==> src/rtl/hwdiv_pkg.sv <==
package hwdiv_pkg;
    localparam int unsigned WORD_W = 32;

    localparam int unsigned OFS_CTRL = 'h00;
    localparam int unsigned OFS_DVD  = 'h04;
    localparam int unsigned OFS_DSR  = 'h08;
    localparam int unsigned OFS_QUO  = 'h0C;
    localparam int unsigned OFS_REM  = 'h10;

    localparam int unsigned GO_BIT   = 0;
    localparam int unsigned DZ_BIT   = 2;
    localparam int unsigned DONE_BIT = 3;
endpackage

==> src/rtl/hwdiv_cond_neg.sv <==
module hwdiv_cond_neg #(
    parameter int unsigned W = hwdiv_pkg::WORD_W
) (
    input  logic         neg_i,
    input  logic [W-1:0] val_i,
    output logic [W-1:0] val_o
);
    always_comb begin
        val_o = neg_i ? (~val_i + W'(1)) : val_i;
    end
endmodule

==> src/rtl/hwdiv_iter.sv <==
module hwdiv_iter #(
    parameter int unsigned W = hwdiv_pkg::WORD_W
) (
    input  logic         clk,
    input  logic         rst_n,
    input  logic         start_i,
    input  logic [W-1:0] dvd_i,
    input  logic [W-1:0] dsr_i,
    output logic         done_o,
    output logic         dz_o,
    output logic [W-1:0] quo_o,
    output logic [W-1:0] rem_o
);
    localparam int unsigned CW   = $clog2(W);
    localparam logic [CW-1:0] LAST = CW'(W - 1);

    typedef struct packed {
        logic          busy;
        logic          done;
        logic [CW-1:0] cnt;
        logic [W-1:0]  rem;
        logic [W-1:0]  quo;
        logic [W-1:0]  dsr;
        logic          neg_q;
        logic          neg_r;
        logic          dz;
        logic [W-1:0]  dvd_raw;
    } st_t;

    st_t st_d, st_q;

    logic [W-1:0] abs_a, abs_b, fix_q, fix_r;

    // operand magnitudes and result sign fix-up share one negator shape
    hwdiv_cond_neg #(.W(W)) u_abs_a (.neg_i(dvd_i[W-1]), .val_i(dvd_i), .val_o(abs_a));
    hwdiv_cond_neg #(.W(W)) u_abs_b (.neg_i(dsr_i[W-1]), .val_i(dsr_i), .val_o(abs_b));
    hwdiv_cond_neg #(.W(W)) u_fix_q (.neg_i(st_q.neg_q), .val_i(st_q.quo), .val_o(fix_q));
    hwdiv_cond_neg #(.W(W)) u_fix_r (.neg_i(st_q.neg_r), .val_i(st_q.rem), .val_o(fix_r));

    // one restoring step: shift in the next dividend bit, try to subtract
    function automatic logic [2*W-1:0] step(input logic [W-1:0] rem,
                                            input logic [W-1:0] quo,
                                            input logic [W-1:0] dsr);
        logic [W:0] trial;
        logic [W:0] diff;
        logic [W-1:0] r_n;
        logic         bit_n;
        trial = {rem, quo[W-1]};
        diff  = trial - {1'b0, dsr};
        if (!diff[W]) begin
            r_n   = diff[W-1:0];
            bit_n = 1'b1;
        end else begin
            r_n   = trial[W-1:0];
            bit_n = 1'b0;
        end
        return {r_n, quo[W-2:0], bit_n};
    endfunction

    always_comb begin
        st_d      = st_q;
        st_d.done = 1'b0;
        if (start_i) begin
            // the first step is folded into the load cycle
            {st_d.rem, st_d.quo} = step('0, abs_a, abs_b);
            st_d.busy    = 1'b1;
            st_d.cnt     = CW'(1);
            st_d.dsr     = abs_b;
            st_d.neg_q   = dvd_i[W-1] ^ dsr_i[W-1];
            st_d.neg_r   = dvd_i[W-1];
            st_d.dz      = (dsr_i == '0);
            st_d.dvd_raw = dvd_i;
        end else if (st_q.busy) begin
            {st_d.rem, st_d.quo} = step(st_q.rem, st_q.quo, st_q.dsr);
            st_d.cnt = st_q.cnt + CW'(1);
            if (st_q.cnt == LAST) begin
                st_d.busy = 1'b0;
                st_d.done = 1'b1;
            end
        end
    end

    always_ff @(posedge clk or negedge rst_n) begin
        if (!rst_n) st_q <= '0;
        else        st_q <= st_d;
    end

    assign done_o = st_q.done;
    assign dz_o   = st_q.dz;
    assign quo_o  = st_q.dz ? '1 : fix_q;
    assign rem_o  = st_q.dz ? st_q.dvd_raw : fix_r;


    core_busy_after_start_chk: assert property (@(posedge clk) disable iff (!rst_n)
        start_i |=> (st_q.busy && !done_o));


    core_done_follows_busy_chk: assert property (@(posedge clk) disable iff (!rst_n)
        $rose(done_o) |-> $past(st_q.busy));
endmodule

==> src/rtl/hwdiv_unit.sv <==
module hwdiv_unit #(
    parameter int unsigned ADDR_W = 5
) (
    input  logic                         clk,
    input  logic                         rst_n,
    input  logic                         wr_en,
    input  logic [ADDR_W-1:0]            addr,
    input  logic [hwdiv_pkg::WORD_W-1:0] wdata,
    output logic [hwdiv_pkg::WORD_W-1:0] rdata
);
    import hwdiv_pkg::*;

    localparam int unsigned W = WORD_W;
    localparam logic [ADDR_W-1:0] A_CTRL = ADDR_W'(OFS_CTRL);
    localparam logic [ADDR_W-1:0] A_DVD  = ADDR_W'(OFS_DVD);
    localparam logic [ADDR_W-1:0] A_DSR  = ADDR_W'(OFS_DSR);
    localparam logic [ADDR_W-1:0] A_QUO  = ADDR_W'(OFS_QUO);
    localparam logic [ADDR_W-1:0] A_REM  = ADDR_W'(OFS_REM);
    localparam logic [W-1:0] CTRL_RO_MASK = (W'(1) << DONE_BIT) | (W'(1) << DZ_BIT);

    typedef struct packed {
        logic [W-1:0] dvd;
        logic [W-1:0] dsr;
        logic [W-1:0] quo;
        logic [W-1:0] rem;
        logic         done;
        logic         dz;
    } regs_t;

    regs_t rg_d, rg_q;

    logic         go;
    logic         core_done, core_dz;
    logic [W-1:0] core_quo, core_rem;

    assign go = wr_en && (addr == A_CTRL) && wdata[GO_BIT];

    hwdiv_iter #(.W(W)) u_iter (
        .clk    (clk),
        .rst_n  (rst_n),
        .start_i(go),
        .dvd_i  (rg_q.dvd),
        .dsr_i  (rg_q.dsr),
        .done_o (core_done),
        .dz_o   (core_dz),
        .quo_o  (core_quo),
        .rem_o  (core_rem)
    );

    always_comb begin
        rg_d = rg_q;
        if (wr_en && addr == A_DVD) rg_d.dvd = wdata;
        if (wr_en && addr == A_DSR) rg_d.dsr = wdata;
        if (go) begin
            rg_d.done = 1'b0;
            rg_d.dz   = 1'b0;
        end else if (core_done) begin
            rg_d.quo  = core_quo;
            rg_d.rem  = core_rem;
            rg_d.done = 1'b1;
            rg_d.dz   = core_dz;
        end
    end

    always_ff @(posedge clk or negedge rst_n) begin
        if (!rst_n) begin
            rg_q      <= '0;
            rg_q.done <= 1'b1;
        end else begin
            rg_q <= rg_d;
        end
    end

    always_comb begin
        rdata = '0;
        unique case (addr)
            A_CTRL: begin
                rdata[DONE_BIT] = rg_q.done;
                rdata[DZ_BIT]   = rg_q.dz;
            end
            A_DVD:   rdata = rg_q.dvd;
            A_DSR:   rdata = rg_q.dsr;
            A_QUO:   rdata = rg_q.quo;
            A_REM:   rdata = rg_q.rem;
            default: rdata = '0;
        endcase
    end


    start_clears_flags_chk: assert property (@(posedge clk) disable iff (!rst_n)
        go |=> (!rg_q.done && !rg_q.dz));


    zero_implies_done_chk: assert property (@(posedge clk) disable iff (!rst_n)
        rg_q.dz |-> rg_q.done);


    result_write_ignored_chk: assert property (@(posedge clk) disable iff (!rst_n)
        (wr_en && (addr == A_QUO || addr == A_REM) && !core_done)
            |=> ($stable(rg_q.quo) && $stable(rg_q.rem)));


    ctrl_reserved_zero_chk: assert property (@(posedge clk) disable iff (!rst_n)
        (addr == A_CTRL) |-> ((rdata & ~CTRL_RO_MASK) == '0));


    done_from_core_chk: assert property (@(posedge clk) disable iff (!rst_n)
        $rose(rg_q.done) |-> $past(core_done));
endmodule

==> config.mk <==
export PLATFORM = sky130hd
export DESIGN_NAME = hwdiv_unit
export DESIGN_NICKNAME = d
export VERILOG_FILES = /design/src/rtl/hwdiv_pkg.sv /design/src/rtl/hwdiv_cond_neg.sv /design/src/rtl/hwdiv_iter.sv /design/src/rtl/hwdiv_unit.sv
export SDC_FILE = /design/constraint.sdc
export NUM_CORES = 1
export LEC_CHECK = 0
export BUFFER_PORTS_ARGS = -buffer_cell sky130_fd_sc_hd__buf_4
export CAP_MARGIN = 25
export CELL_PAD_IN_SITES_DETAIL_PLACEMENT = 1
export CELL_PAD_IN_SITES_GLOBAL_PLACEMENT = 1
export CORE_ASPECT_RATIO = 1.1
export CORE_MARGIN = 5
export CORE_UTILIZATION = 50
export CTS_CLUSTER_DIAMETER = 150
export DETAILED_ROUTE_END_ITERATION = 8
export PLACE_DENSITY_LB_ADDON = 0.12
export SLEW_MARGIN = 20
export SYNTH_ARGS = -nofsm -noshare
export SYNTH_HDL_FRONTEND = slang
export SYNTH_HIERARCHICAL = 1
export SYNTH_SLANG_ARGS = --single-unit
==> constraint.sdc <==
create_clock -name clk -period 3.9 [get_ports clk]
set_input_delay 0.585 -clock clk [delete_from_list [all_inputs] [get_ports clk]]
set_output_delay 0.585 -clock clk [all_outputs]
set_load 0.01 [all_outputs]
==> summary.md, run 1 <==
| Metric | Value |
|---|---|
| Status | completed |
| Prevailing post-synth register cell | dfrtp_1 |
| Area taken by multi-input logic gates | 9990 sq um |
| DR WL met2 | 28700 um |
| Asr flop ratio synth | 100% |
| Hpwl dp | 43300 um |
| Initial Utilization | 50.5% |
| Switching share of total power | 41.8% |
| Syn Nets | 1800 |
| Via density | 6.31 |
| Commonest cells in the netlist | dfrtp_1 (266), nand2_1 (208), mux2_2 (158), o21ai_0 (142), xnor2_1 (134) |
| Overflow after GRT | 0 |
| Remaining DRCs | 0 |
| Hold slack | 0.0451 ns |
| FF/Latch Area | 6690 sq um |
| Area growth from synthesis to layout | 14.5% |
| DRT Pass-1 Iters | 5 |
| CP Buf/Inv Count | 3 |
| CTS tree | built |
| Rows | 71 |
| Met3 WL post-DR | 2500 um |
| Crit path cell chain | nor4_4 > buf_4 > nand4b_2 > o41ai_2 > xnor2_1 > inv_1 > ha_1 > inv_1 > ha_1 > nor4b_1 > nand4_1 > nor3_2 > and2_1 > o21ai_2 > nand2_2 > o311ai_0 > a31oi_1 |
| Mean area per synthesized cell | 10.1 sq um |
| Clock slew at reported path FFs | 0.06 ns |
| Top sig layer | met5 |
| Max stage delay on crit path | 0.43 ns |
| Total chip power | 14000 uW |
| PD cells | 709 nW/um^2 |
| Port bufs | 71 |
| GRT Overall Usage | 30.0% |
| Max IR drop VDD | 0.000429 V |
| Post-placement cell count | 2210 |
| First-pass GRT wire length | 90400 um |
| Synth top area share | 38.5% |
| Tcrit/Tclk final | 95.6% |
| Hold crit path type | in2async |
| P_leak | 0.00856 uW |
| Crit Path Category | reg2reg |
| Sequential element share of the synthesized area | 38.7% |
| Final count of negative-setup-slack endpoints | 0 |
| Top cells by area, synth | dfrtp_1 (39%), mux2_2 (10%), xnor2_1 (6.8%) |
| Vias | 14318 |
| Worst slew margin | 37.9% |
| Synth warn | 6 |
| TritonCTS buffer count | 31 |
| Register bit count reported by yosys | 267 |
| Final Hold Vio Count | 0 |
| DRT Wirelength | 58800 um |
| Int Pwr | 8170 uW |
| # diodes | 0 |
| Die height | 205 um |
| Layout cells sized above 1 | 27.1% |
| Max Transition Viols Final | 0 |
| Period minus WS final | 3.73 ns |
| Post-CTS Hold Buffers | 0 |
| Post-route ant nets | 0 |
| Slew @ Worst Pin | 0.932 ns |
| Die area | 38400 sq um |
| Met1 wire length | 25300 um |
| Max Freq | 268 MHz |
| H-tree depth | 1 |
| WP data arrival | 4.22 ns |
| Post-Syn Area | 17300 sq um |
| IO Count | 72 |
| Largest net degree at the start of global routing | 112 |
| Final Skew | 0.00909 ns |
| Reg power frac | 33.7% |
| CTS Root Cell | clkbuf_16 |
| P_sw | 5870 uW |
| Comb power frac | 43.7% |
| GPL Wtd Cong | 0.871 |
| Clk pwr share | 22.7% |
| Worst path top cell family by delay | simple AND/OR/NAND/NOR gates |
| EDFF count, synth | 0 |
| Post-synth cell types | 77 |
| Clk buf depth | 3 |
| Worst Path Required | 4.39 ns |
| Crit. End Element | flip-flop |
| Clock sink count | 267 |
| Crit-path max FO | 6 |
| Vias in the first global route | 14967 |
| Yosys top cell by area | dfrtp_1 |
| Clock latency at the later pin of the worst-skew pair | 0.58 ns |
| Initial antenna violation count | 2 |
| Number of max-cap violations | 0 |
| Core footprint | 34200 sq um |
| Iteration-0 DRC Markers | 903 |
| Wire per inst | 25.9 um |
| Nets@finish | 1888 |
| Die Wd | 187 um |
| Layout Cells excl Fill | 2269 |
| Most frequent cell after synthesis | dfrtp_1 |
| CP max stage cell | dfrtp_1 |
| Filler cell count | 3790 |
| Gate Count Post-Synth | 1719 |
| Worst setup SP type | flip-flop |
## area by class of cell
cell class,count,share of cell area [%]
clock buffer,39,4.32
multi-input combinational,1297,50.4
tap,438,2.77
sequential,267,33.8
inverter,58,1.10
timing repair buffer,152,6.31
clock inverter,18,1.27
## timing repair
action	in CTS	in global routing
endpoints found under the setup margin	10	14
resized for setup	2	8
pin swaps	1	3
buffers inserted	0	1
## flip-flops by register name (all words and copies together) (netlist names)
name           count
u_iter/done_o      1
rg_q             130
u_iter/dz_o        1
u_iter/st_q      135
## path summary, 6_finish.rpt
| kind | from | endpoint | slack [ns] | depth (start not counted) |
|---|---|---|---|---|
| setup / recovery | rg_q[120]$_DFFE_PN0P_ | u_iter/st_q[108]$_DFFE_PN0P_ | 0.17 | 17 |
| hold / removal | rst_n | u_iter/st_q[70]$_DFFE_PN0P_ | 0.05 | 1 |
| setup reg to reg | rg_q[120]$_DFFE_PN0P_ | u_iter/st_q[108]$_DFFE_PN0P_ | 0.17 | 17 |
| hold reg to reg | rg_q[13]$_DFFE_PN0P_ | rg_q[13]$_DFFE_PN0P_ | 0.49 | 1 |
| max in group asynchronous | rst_n | rg_q[10]$_DFFE_PN0P_ | 2.95 | 2 |
| min in group clk | wdata[26] | rg_q[92]$_DFFE_PN0P_ | 0.26 | 2 |
## cells by family after synthesis
logic type | after synthesis | share of synthesized area [%]
adders and majority gates | 41 | 3.01
xor gates and xnor gates | 150 | 7.60
buffers and inverters | 155 | 3.97
DFF | 267 | 38.7
and+or+nand+nor | 471 | 14.8
AOI/OAI and AO/OA | 398 | 16.2
muxes | 237 | 15.8
## stage by stage
step,cell area [sq um],TNS (ns),util [%],worst slack [ns]
floorplan,17300,0,-,0.418
global placement,18600,0,54.4,0.172
global route,19800,-0.0123,57.9,-0.0123
finish,19800,0,57.9,0.172
CTS,19700,0,57.7,0.00408
detailed placement,18600,0,54.4,0.0214
## layout by cell type (no fill, tap or decap), drive strengths merged, types with 39 or more instances in the layout
master,netlist,layout
dfrtp,266,266
nand2,208,208
mux2,195,195
buf,47,152
o21ai,146,146
xnor2,134,134
a22oi,64,64
inv,58,59
nor2,54,54
mux2i,42,42
ha,40,40
or2,39,39
clkbuf,50,39
## routing by layer
| layer | track usage [%] | vias up |
|---|---|---|
| met5 | 0 | - |
| met3 | 3.34 | 132 |
| met4 | 10.4 | 4 |
| li1 | - | 6415 |
| met2 | 52.0 | 375 |
| met1 | 39.3 | 7392 |
## power groups by stage
| stage | logic [uW] | registers [uW] | clock network [uW] |
|---|---|---|---|
| after CTS | 6060 | 4710 | 3220 |
| after detailed placement | 6000 | 4740 | 0 |
| after global placement | 5830 | 4670 | 0 |
| after floorplan | 4150 | 4410 | 0 |
| final | 6130 | 4720 | 3180 |
| after global routing | 6650 | 4810 | 3350 |
Power figures use the tool's default switching activity.
==> inputs of run 2 (changes only) <==
--- a/config.mk
+++ b/config.mk
@@ -11,12 +11,11 @@
 export CELL_PAD_IN_SITES_GLOBAL_PLACEMENT = 1
 export CORE_ASPECT_RATIO = 1.1
 export CORE_MARGIN = 5
-export CORE_UTILIZATION = 50
+export CORE_UTILIZATION = 48
 export CTS_CLUSTER_DIAMETER = 150
 export DETAILED_ROUTE_END_ITERATION = 8
 export PLACE_DENSITY_LB_ADDON = 0.12
 export SLEW_MARGIN = 20
 export SYNTH_ARGS = -nofsm -noshare
 export SYNTH_HDL_FRONTEND = slang
-export SYNTH_HIERARCHICAL = 1
 export SYNTH_SLANG_ARGS = --single-unit
==> run 2 against run 1 <==
The flow now finishes with violations (negative setup slack). Synthesized cell count increased by 11%. Clock skew increased by 0.014 ns. Global-route usage fell by 1.1 points. Design area fell by 3.6%. Sequential share of layout area rose by 1.3 points. Combinational power down 5.2%. Fmax down 15%. Utilization is 2.1 points lower. Via count grew 3.6%. Non-clock buffer count grew 7. Die area up 0.11%. Critical endpoint is now u_iter.st_q[114]$_DFFE_PN0P_.
==> summary.md, run 2 <==
| Metric | Value |
|---|---|
| Prevailing post-synth register cell | dfrtp_1 |
| CP max stage cell | or4_4 |
| CP Buf/Inv Count | 2 (-1) |
| WP data arrival | 4.83 ns (+0.61 ns) |
| Mean area per synthesized cell | 8.72 sq um (-13%) |
| Rows | 71 (unchanged) |
| Yosys top cell by area | dfrtp_1 |
| Die Wd | 187 um (about the same) |
| Crit-path max FO | 15 (+9) |
| Status | finished with violations |
| Top cell by count, worst path | or4_4 |
| Synth warn | 0 (-6) |
| Biggest register | u_iter.st_q |
| DRT Pass-1 Iters | 8 (+3) |
| Hpwl dp | 41000 um (-5.3%) |
| Syn Nets | 1987 (+10%) |
| Asr flop ratio synth | 100% (unchanged) |
| Final Skew | 0.0227 ns (+0.0136 ns) |
| PD cells | 691 nW/um^2 (-2.5%) |
| Synth top area share | 40.1% (+1.6 points) |
| Crit path cell chain | or4_4 > or4_4 > or3_4 > or2_4 > nand2b_4 > nand2b_4 > or4_4 > ha_4 > inv_4 > ha_4 > o2111ai_4 > nor4_4 > nand4_1 > a211o_1 > buf_12 > o31ai_1 |
| Most frequent cell after synthesis | nand2_1 |
| R2r startpoint | rg_q[99]$_DFFE_PN0P_ |
| Place WS | -0.669 ns (-0.691 ns) |
| IO Count | 72 (unchanged) |
| GRT Overall Usage | 28.9% (-1.1 points) |
| Area taken by multi-input logic gates | 9310 sq um (-6.8%) |
| Commonest cells after routing, fill and taps aside | nand2_1 (348), dfrtp_1 (263), o21ai_0 (181), buf_4 (148), nor2_1 (112) |
| Largest net degree at the start of global routing | 110 (-1.8%) |
| Largest regs | u_iter.st_q: 135 flops, rg_q: 130 flops |
| Clock sink count | 267 (unchanged) |
| Crit Path Category | reg2reg |
| FF/Latch Area | 6690 sq um (about the same) |
| Sequential element share of the synthesized area | 40.2% (+1.6 points) |
| Adder-Cell Fraction of Synth Area | 3.13% (+0.12 points) |
| P_leak | 0.00825 uW (-3.6%) |
| Iteration-0 DRC Markers | 1349 (+49%) |
| Post-route ant nets | 0 (unchanged) |
| CTS tree | built |
| Max Transition Viols Final | 0 (unchanged) |
| Post-synth cell types | 79 (+2.6%) |
| Number of max-cap violations | 0 (unchanged) |
| Max Freq | 228 MHz (-15%) |
| Filler cell count | 3985 (+5.1%) |
| Core Util, Final | 55.8% (-2.1 points) |
| Commonest cells in the netlist | nand2_1 (349), dfrtp_1 (266), o21ai_0 (183), nor2_1 (114), a21oi_1 (110) |
| Most common cell after layout, fill and taps aside | nand2_1 |
| Period minus WS final | 4.38 ns (+0.654 ns) |
| Final Hold Vio Count | 0 (unchanged) |
| TritonCTS buffer count | 29 (-6.5%) |
| Main combinational cell family by area after synthesis | simple AND/OR/NAND/NOR gates |
| Final count of negative-setup-slack endpoints | 18 (+18) |
| Gate Count Post-Synth | 1906 (+11%) |
| Worst path top cell family by delay | simple AND/OR/NAND/NOR gates |
| Crit. End Element | flip-flop |
| Clk buf depth | 3 (unchanged) |
| Core footprint | 34200 sq um (unchanged) |
| RSZ-0062 raised after global routing | true |
| Vias | 14840 (+3.6%) |
| Hold crit path type | in2async |
| Clock slew at reported path FFs | 0.06 ns (about the same) |
| Worst Path Required | 4.35 ns (-0.04 ns) |
| # diodes | 0 (unchanged) |
| Worst slew margin | 38.7% (+0.83 points) |
| Largest register FFs | 135 (unchanged) |
| DRT Wirelength | 56600 um (-3.6%) |
| H-tree depth | 1 (unchanged) |
| Initial Utilization | 48.6% (-2.0 points) |
| Post-Syn Area | 16600 sq um (-3.9%) |
| Final setup margin | -0.481 ns (-0.654 ns) |
| Die area | 38400 sq um (+0.11%) |
| Slew @ Worst Pin | 0.920 ns (-0.0124 ns) |
| Max stage delay on crit path | 0.54 ns (+0.11 ns) |
| Overflow after GRT | 0 (unchanged) |
| Multiplexer area fraction after synthesis | 7.69% (-8.1 points) |
| Via density | 6.11 (-3.1%) |
| Vias in the first global route | 15530 (+3.8%) |
| Top cells by area, synth | dfrtp_1 (40%), nand2_1 (7.9%), o21ai_0 (5.5%) |
| EDFF count, synth | 0 (unchanged) |
| Clock latency at the later pin of the worst-skew pair | 0.57 ns (about the same) |
| Remaining DRCs | 0 (unchanged) |
| Nets@finish | 2048 (+8.5%) |
| GPL Wtd Cong | 0.888 (+2.0%) |
| CTS Root Cell | clkbuf_16 |
| Max IR drop VDD | 0.000489 V (+14%) |
| Initial antenna violation count | 1 (-1) |
| Tcrit/Tclk final | 112% (+17 points) |
| Reg2reg path depth | 16 (-1) |
| Area growth from synthesis to layout | 14.9% |
| Wire per inst | 23.3 um (-9.9%) |
| Reg2Reg Capture Point | u_iter.st_q[114]$_DFFE_PN0P_ |
| XOR/XNOR Fraction of Synth Area | 7.70% (+0.097 points) |
| Failing checks | negative setup slack |
| R2R Setup Slk | -0.48 ns (-0.65 ns) |
| Synth Area in Compound Gates | 18.3% (+2.1 points) |
| Post-synthesis simple-gate area fraction | 18.6% (+3.8 points) |
| Register bit count reported by yosys | 267 (unchanged) |
| Layout cells sized above 1 | 16.4% (-11 points) |
| Die height | 205 um (about the same) |
| First-pass GRT wire length | 89100 um (-1.5%) |
| Worst setup SP type | flip-flop |
| Port bufs | 71 (unchanged) |
run 2: worst max path at each step:
stage	from	to	slack (ns)	depth (start not counted)
2_1_floorplan	rg_q[98]$_DFFE_PN0P_	u_iter.st_q[116]$_DFFE_PN0P_	-0.38	16
3_3_place_gp	rg_q[98]$_DFFE_PN0P_	u_iter.st_q[120]$_DFFE_PN0P_	-0.44	16
3_5_place_dp	rg_q[98]$_DFFE_PN0P_	u_iter.st_q[114]$_DFFE_PN0P_	-0.67	16
4_1_cts	rg_q[98]$_DFFE_PN0P_	u_iter.st_q[114]$_DFFE_PN0P_	-0.56	16
5_1_grt	rg_q[98]$_DFFE_PN0P_	u_iter.st_q[116]$_DFFE_PN0P_	-0.61	16
6_report	rg_q[99]$_DFFE_PN0P_	u_iter.st_q[114]$_DFFE_PN0P_	-0.48	16
run 2: logic make-up (layout without fill, tap and decap cells):
| kind of cell | after synthesis | after routing |
|---|---|---|
| and+or+nand+nor | 667 | 667 |
| AOI/OAI and AO/OA | 480 | 480 |
| DFF | 267 | 267 |
| buffers and inverters | 186 | 270 |
| xor gates and xnor gates | 146 | 146 |
| muxes | 119 | 119 |
| adders and majority gates | 41 | 41 |
run 2: layout make-up:
class                           instances  share of cell area, %
Timing Repair Buffer                  159                   6.85
Multi-Input combinational cell       1453                   48.8
Tap cell                              438                   2.87
Sequential cell                       267                   35.1
Clock inverter                         15                  0.997
Clock buffer                           39                   4.32
Inverter                               57                   1.13
run 2: what timing repair did:
item,CTS,global route
resized for setup,4,7
pin swaps,5,6
endpoints found under the hold margin,0,0
setup buffers,4,3
hold buffers,0,0
cloned,0,0
endpoints found under the setup margin,18,18
run 2: power by group:
group          internal (uW)  switching [uW]
clock                   1750            1210
combinational           2470            3350
sequential              3410            1000
run 2: worst reg2reg max path: cells and delay by family, from the launching register on:
kind | cells | cell delay (ns)
buf+inv | 2 | 0.22
simple gates | 9 | 2.77
compound gates | 3 | 0.58
flops | 1 | 0.40
fa+ha+maj | 2 | 0.32
run 2: metal layers:
layer | part of all wire (%) | track usage, % | up-vias
met1 | 44 | 39.3 | 7489
met3 | 4.7 | 3.46 | 88
met5 | 0.023 | 0 | -
li1 | - | - | 6864
met4 | 2.5 | 7.60 | 2
met2 | 49 | 49.6 | 397
run 2: per-stage QoR:
stage	hold WS (ns)	total power, uW	setup TNS, ns	cells	instance area [sq um]
finish	0.0694	13200	-7.71	2428	19100
global route	0.144	14000	-10.14	2428	19100
CTS	0.113	13100	-9.20	2423	19000
detailed placement	0.464	10100	-11.20	2365	17900
global placement	0.452	9880	-7.19	2365	17900
floorplan	0.289	8140	-5.15	1906	16600
==> inputs of run 3 (changes only) <==
--- a/config.mk
+++ b/config.mk
@@ -13,8 +13,11 @@
 export CORE_MARGIN = 5
 export CORE_UTILIZATION = 48
 export CTS_CLUSTER_DIAMETER = 150
+export CTS_CLUSTER_SIZE = 16
 export DETAILED_ROUTE_END_ITERATION = 8
 export PLACE_DENSITY_LB_ADDON = 0.12
+export SKIP_CTS_REPAIR_TIMING = 1
+export SKIP_LAST_GASP = 1
 export SLEW_MARGIN = 20
 export SYNTH_ARGS = -nofsm -noshare
 export SYNTH_HDL_FRONTEND = slang
==> run 3 against run 2 <==
Combinational power fell by 0.7%. Sequential share of layout area rose by 0.92 points. The run still ends with negative setup slack left. Global-route usage decreased by 0.20 points.
==> summary.md, run 3 (synthesized netlist as in run 2, its figures left out) <==
| Metric | Value |
|---|---|
| Setup TNS | -10.66 ns (-2.95 ns) |
| # diodes | 0 (unchanged) |
| Clock latency at the later pin of the worst-skew pair | 0.53 ns (-0.04 ns) |
| TritonCTS buffer count | 20 (-31%) |
| Failing checks | negative setup slack |
| GPL Wtd Cong | 0.888 (unchanged) |
| Final Hold Vio Count | 0 (unchanged) |
| Max Freq | 220 MHz (-3.4%) |
| Clock sink count | 267 (unchanged) |
| Overflow after GRT | 0 (unchanged) |
| Max IR drop VDD | 0.000447 V (-8.4%) |
| CTS tree | built |
| Core footprint | 34200 sq um (unchanged) |
| Slew @ Worst Pin | 0.936 ns (+0.0158 ns) |
| Status | finished with violations |
| GRT Overall Usage | 28.7% (-0.20 points) |
| Max Transition Viols Final | 0 (unchanged) |
| IO Count | 72 (unchanged) |
| Die area | 38400 sq um (unchanged) |
| Post-route ant nets | 0 (unchanged) |
| Biggest register | u_iter.st_q |
| Port bufs | 71 (unchanged) |
| Area growth from synthesis to layout | 11.9% |
| Period minus WS final | 4.54 ns (+0.156 ns) |
| Total chip power | 12200 uW (-7.5%) |
| Worst slew margin | 37.6% (-1.1 points) |
| Die height | 205 um (unchanged) |
| Iteration-0 DRC Markers | 1246 (-7.6%) |
| Initial antenna violation count | 0 (-1) |
| DRT Pass-1 Iters | 8 (unchanged) |
| Clk buf depth | 3 (unchanged) |
| Commonest cells after routing, fill and taps aside | nand2_1 (348), dfrtp_1 (263), o21ai_0 (182), buf_4 (147), nor2_1 (112) |
| Hold crit path type | in2async |
| DRT Wirelength | 56100 um (-0.92%) |
| Number of max-cap violations | 0 (unchanged) |
| Remaining DRCs | 0 (unchanged) |
| Rows | 71 (unchanged) |
| CTS Root Cell | clkbuf_16 |
| Hold slack | 0.0747 ns (+0.00531 ns) |
| Core Util, Final | 54.4% (-1.4 points) |
| Worst setup SP type | flip-flop |
| Largest register FFs | 135 (unchanged) |
| Nets@finish | 2037 (-0.54%) |
| Die Wd | 187 um (unchanged) |
| Vias | 14678 (-1.1%) |
| Tcrit/Tclk final | 116% (+4.0 points) |
| Initial Utilization | 48.6% (unchanged) |
| PD cells | 656 nW/um^2 (-5.0%) |
| Wire per inst | 23.4 um (+0.15%) |
| Vias in the first global route | 15343 (-1.2%) |
| Via density | 6.11 (about the same) |
| P_leak | 0.00801 uW (-2.9%) |
| Crit Path Category | reg2reg |
| Layout cells sized above 1 | 15.1% (-1.3 points) |
| RSZ-0062 raised after global routing | true |
| WP data arrival | 4.96 ns (+0.13 ns) |
| Worst Path Required | 4.32 ns (-0.03 ns) |
| Final count of negative-setup-slack endpoints | 18 (unchanged) |
| Largest net degree at the start of global routing | 110 (unchanged) |
| Crit-path max FO | 15 (unchanged) |
| Clock slew at reported path FFs | 0.08 ns (+0.02 ns) |
| First-pass GRT wire length | 88200 um (-0.97%) |
| Final setup margin | -0.637 ns (-0.156 ns) |
| H-tree depth | 1 (unchanged) |
| Most common cell after layout, fill and taps aside | nand2_1 |
| Crit. End Element | flip-flop |
| Largest regs | u_iter.st_q: 135 flops, rg_q: 130 flops |
| Final Skew | 0.0211 ns (-0.00167 ns) |
| Hpwl dp | 41000 um (unchanged) |
-- run 3: where the power goes --
part,internal [uW],total [uW],switching [uW]
Clock,988,2010,1020
Combinational,2460,5770,3320
Sequential,3410,4420,1010
-- run 3: through the flow --
stage	instance area [sq um]	setup slack, ns	std cells
floorplan	16600	-0.376	1906
global placement	17900	-0.438	2365
detailed placement	17900	-0.669	2365
CTS	18500	-0.702	2395
global route	18600	-0.800	2402
finish	18600	-0.637	2402
-- run 3: area by class of cell --
class                           instances  area (sq um)
Timing Repair Buffer                  157          1290
Fill cell                            4032         15600
Clock buffer                           29           556
Sequential cell                       267          6690
Multi-Input combinational cell       1453          9290
Inverter                               57           216
Clock inverter                          1          7.51
Tap cell                              438           548
-- run 3: worst paths after layout --
path | startpoint | to | slack (ns) | depth (start not counted)
hold / removal | rst_n | rg_q[39]$_DFFE_PN0P_ | 0.07 | 1
setup reg to reg | rg_q[98]$_DFFE_PN0P_ | u_iter.st_q[114]$_DFFE_PN0P_ | -0.64 | 16
hold reg to reg | u_iter.st_q[27]$_DFFE_PN0P_ | u_iter.st_q[27]$_DFFE_PN0P_ | 0.48 | 2
min in group clk | wdata[24] | rg_q[90]$_DFFE_PN0P_ | 0.30 | 2
setup / recovery | rg_q[98]$_DFFE_PN0P_ | u_iter.st_q[114]$_DFFE_PN0P_ | -0.64 | 16
max in group asynchronous | rst_n | rg_q[1]$_DFFE_PN1P_ | 2.81 | 2
-- run 3: critical path: stages (launching register included) --
cell	delay, ns
dfrtp_1	0.39
or4_4	0.55
or4_4	0.46
or3_4	0.36
or2_4	0.25
nand2b_4	0.14
nand2b_4	0.14
or4_4	0.57
ha_4	0.19
inv_4	0.05
ha_4	0.11
o2111ai_2	0.11
nor4_2	0.33
nand4_1	0.19
a211o_1	0.34
buf_12	0.17
o31ai_1	0.07
-- run 3: metal layers --
layer,vias up,global-route usage [%],share of wire [%]
li1,6825,-,-
met1,7485,38.8,45
met2,296,49.4,49
met3,72,3.56,3.8
met4,0,7.32,2.2
met5,-,0,0
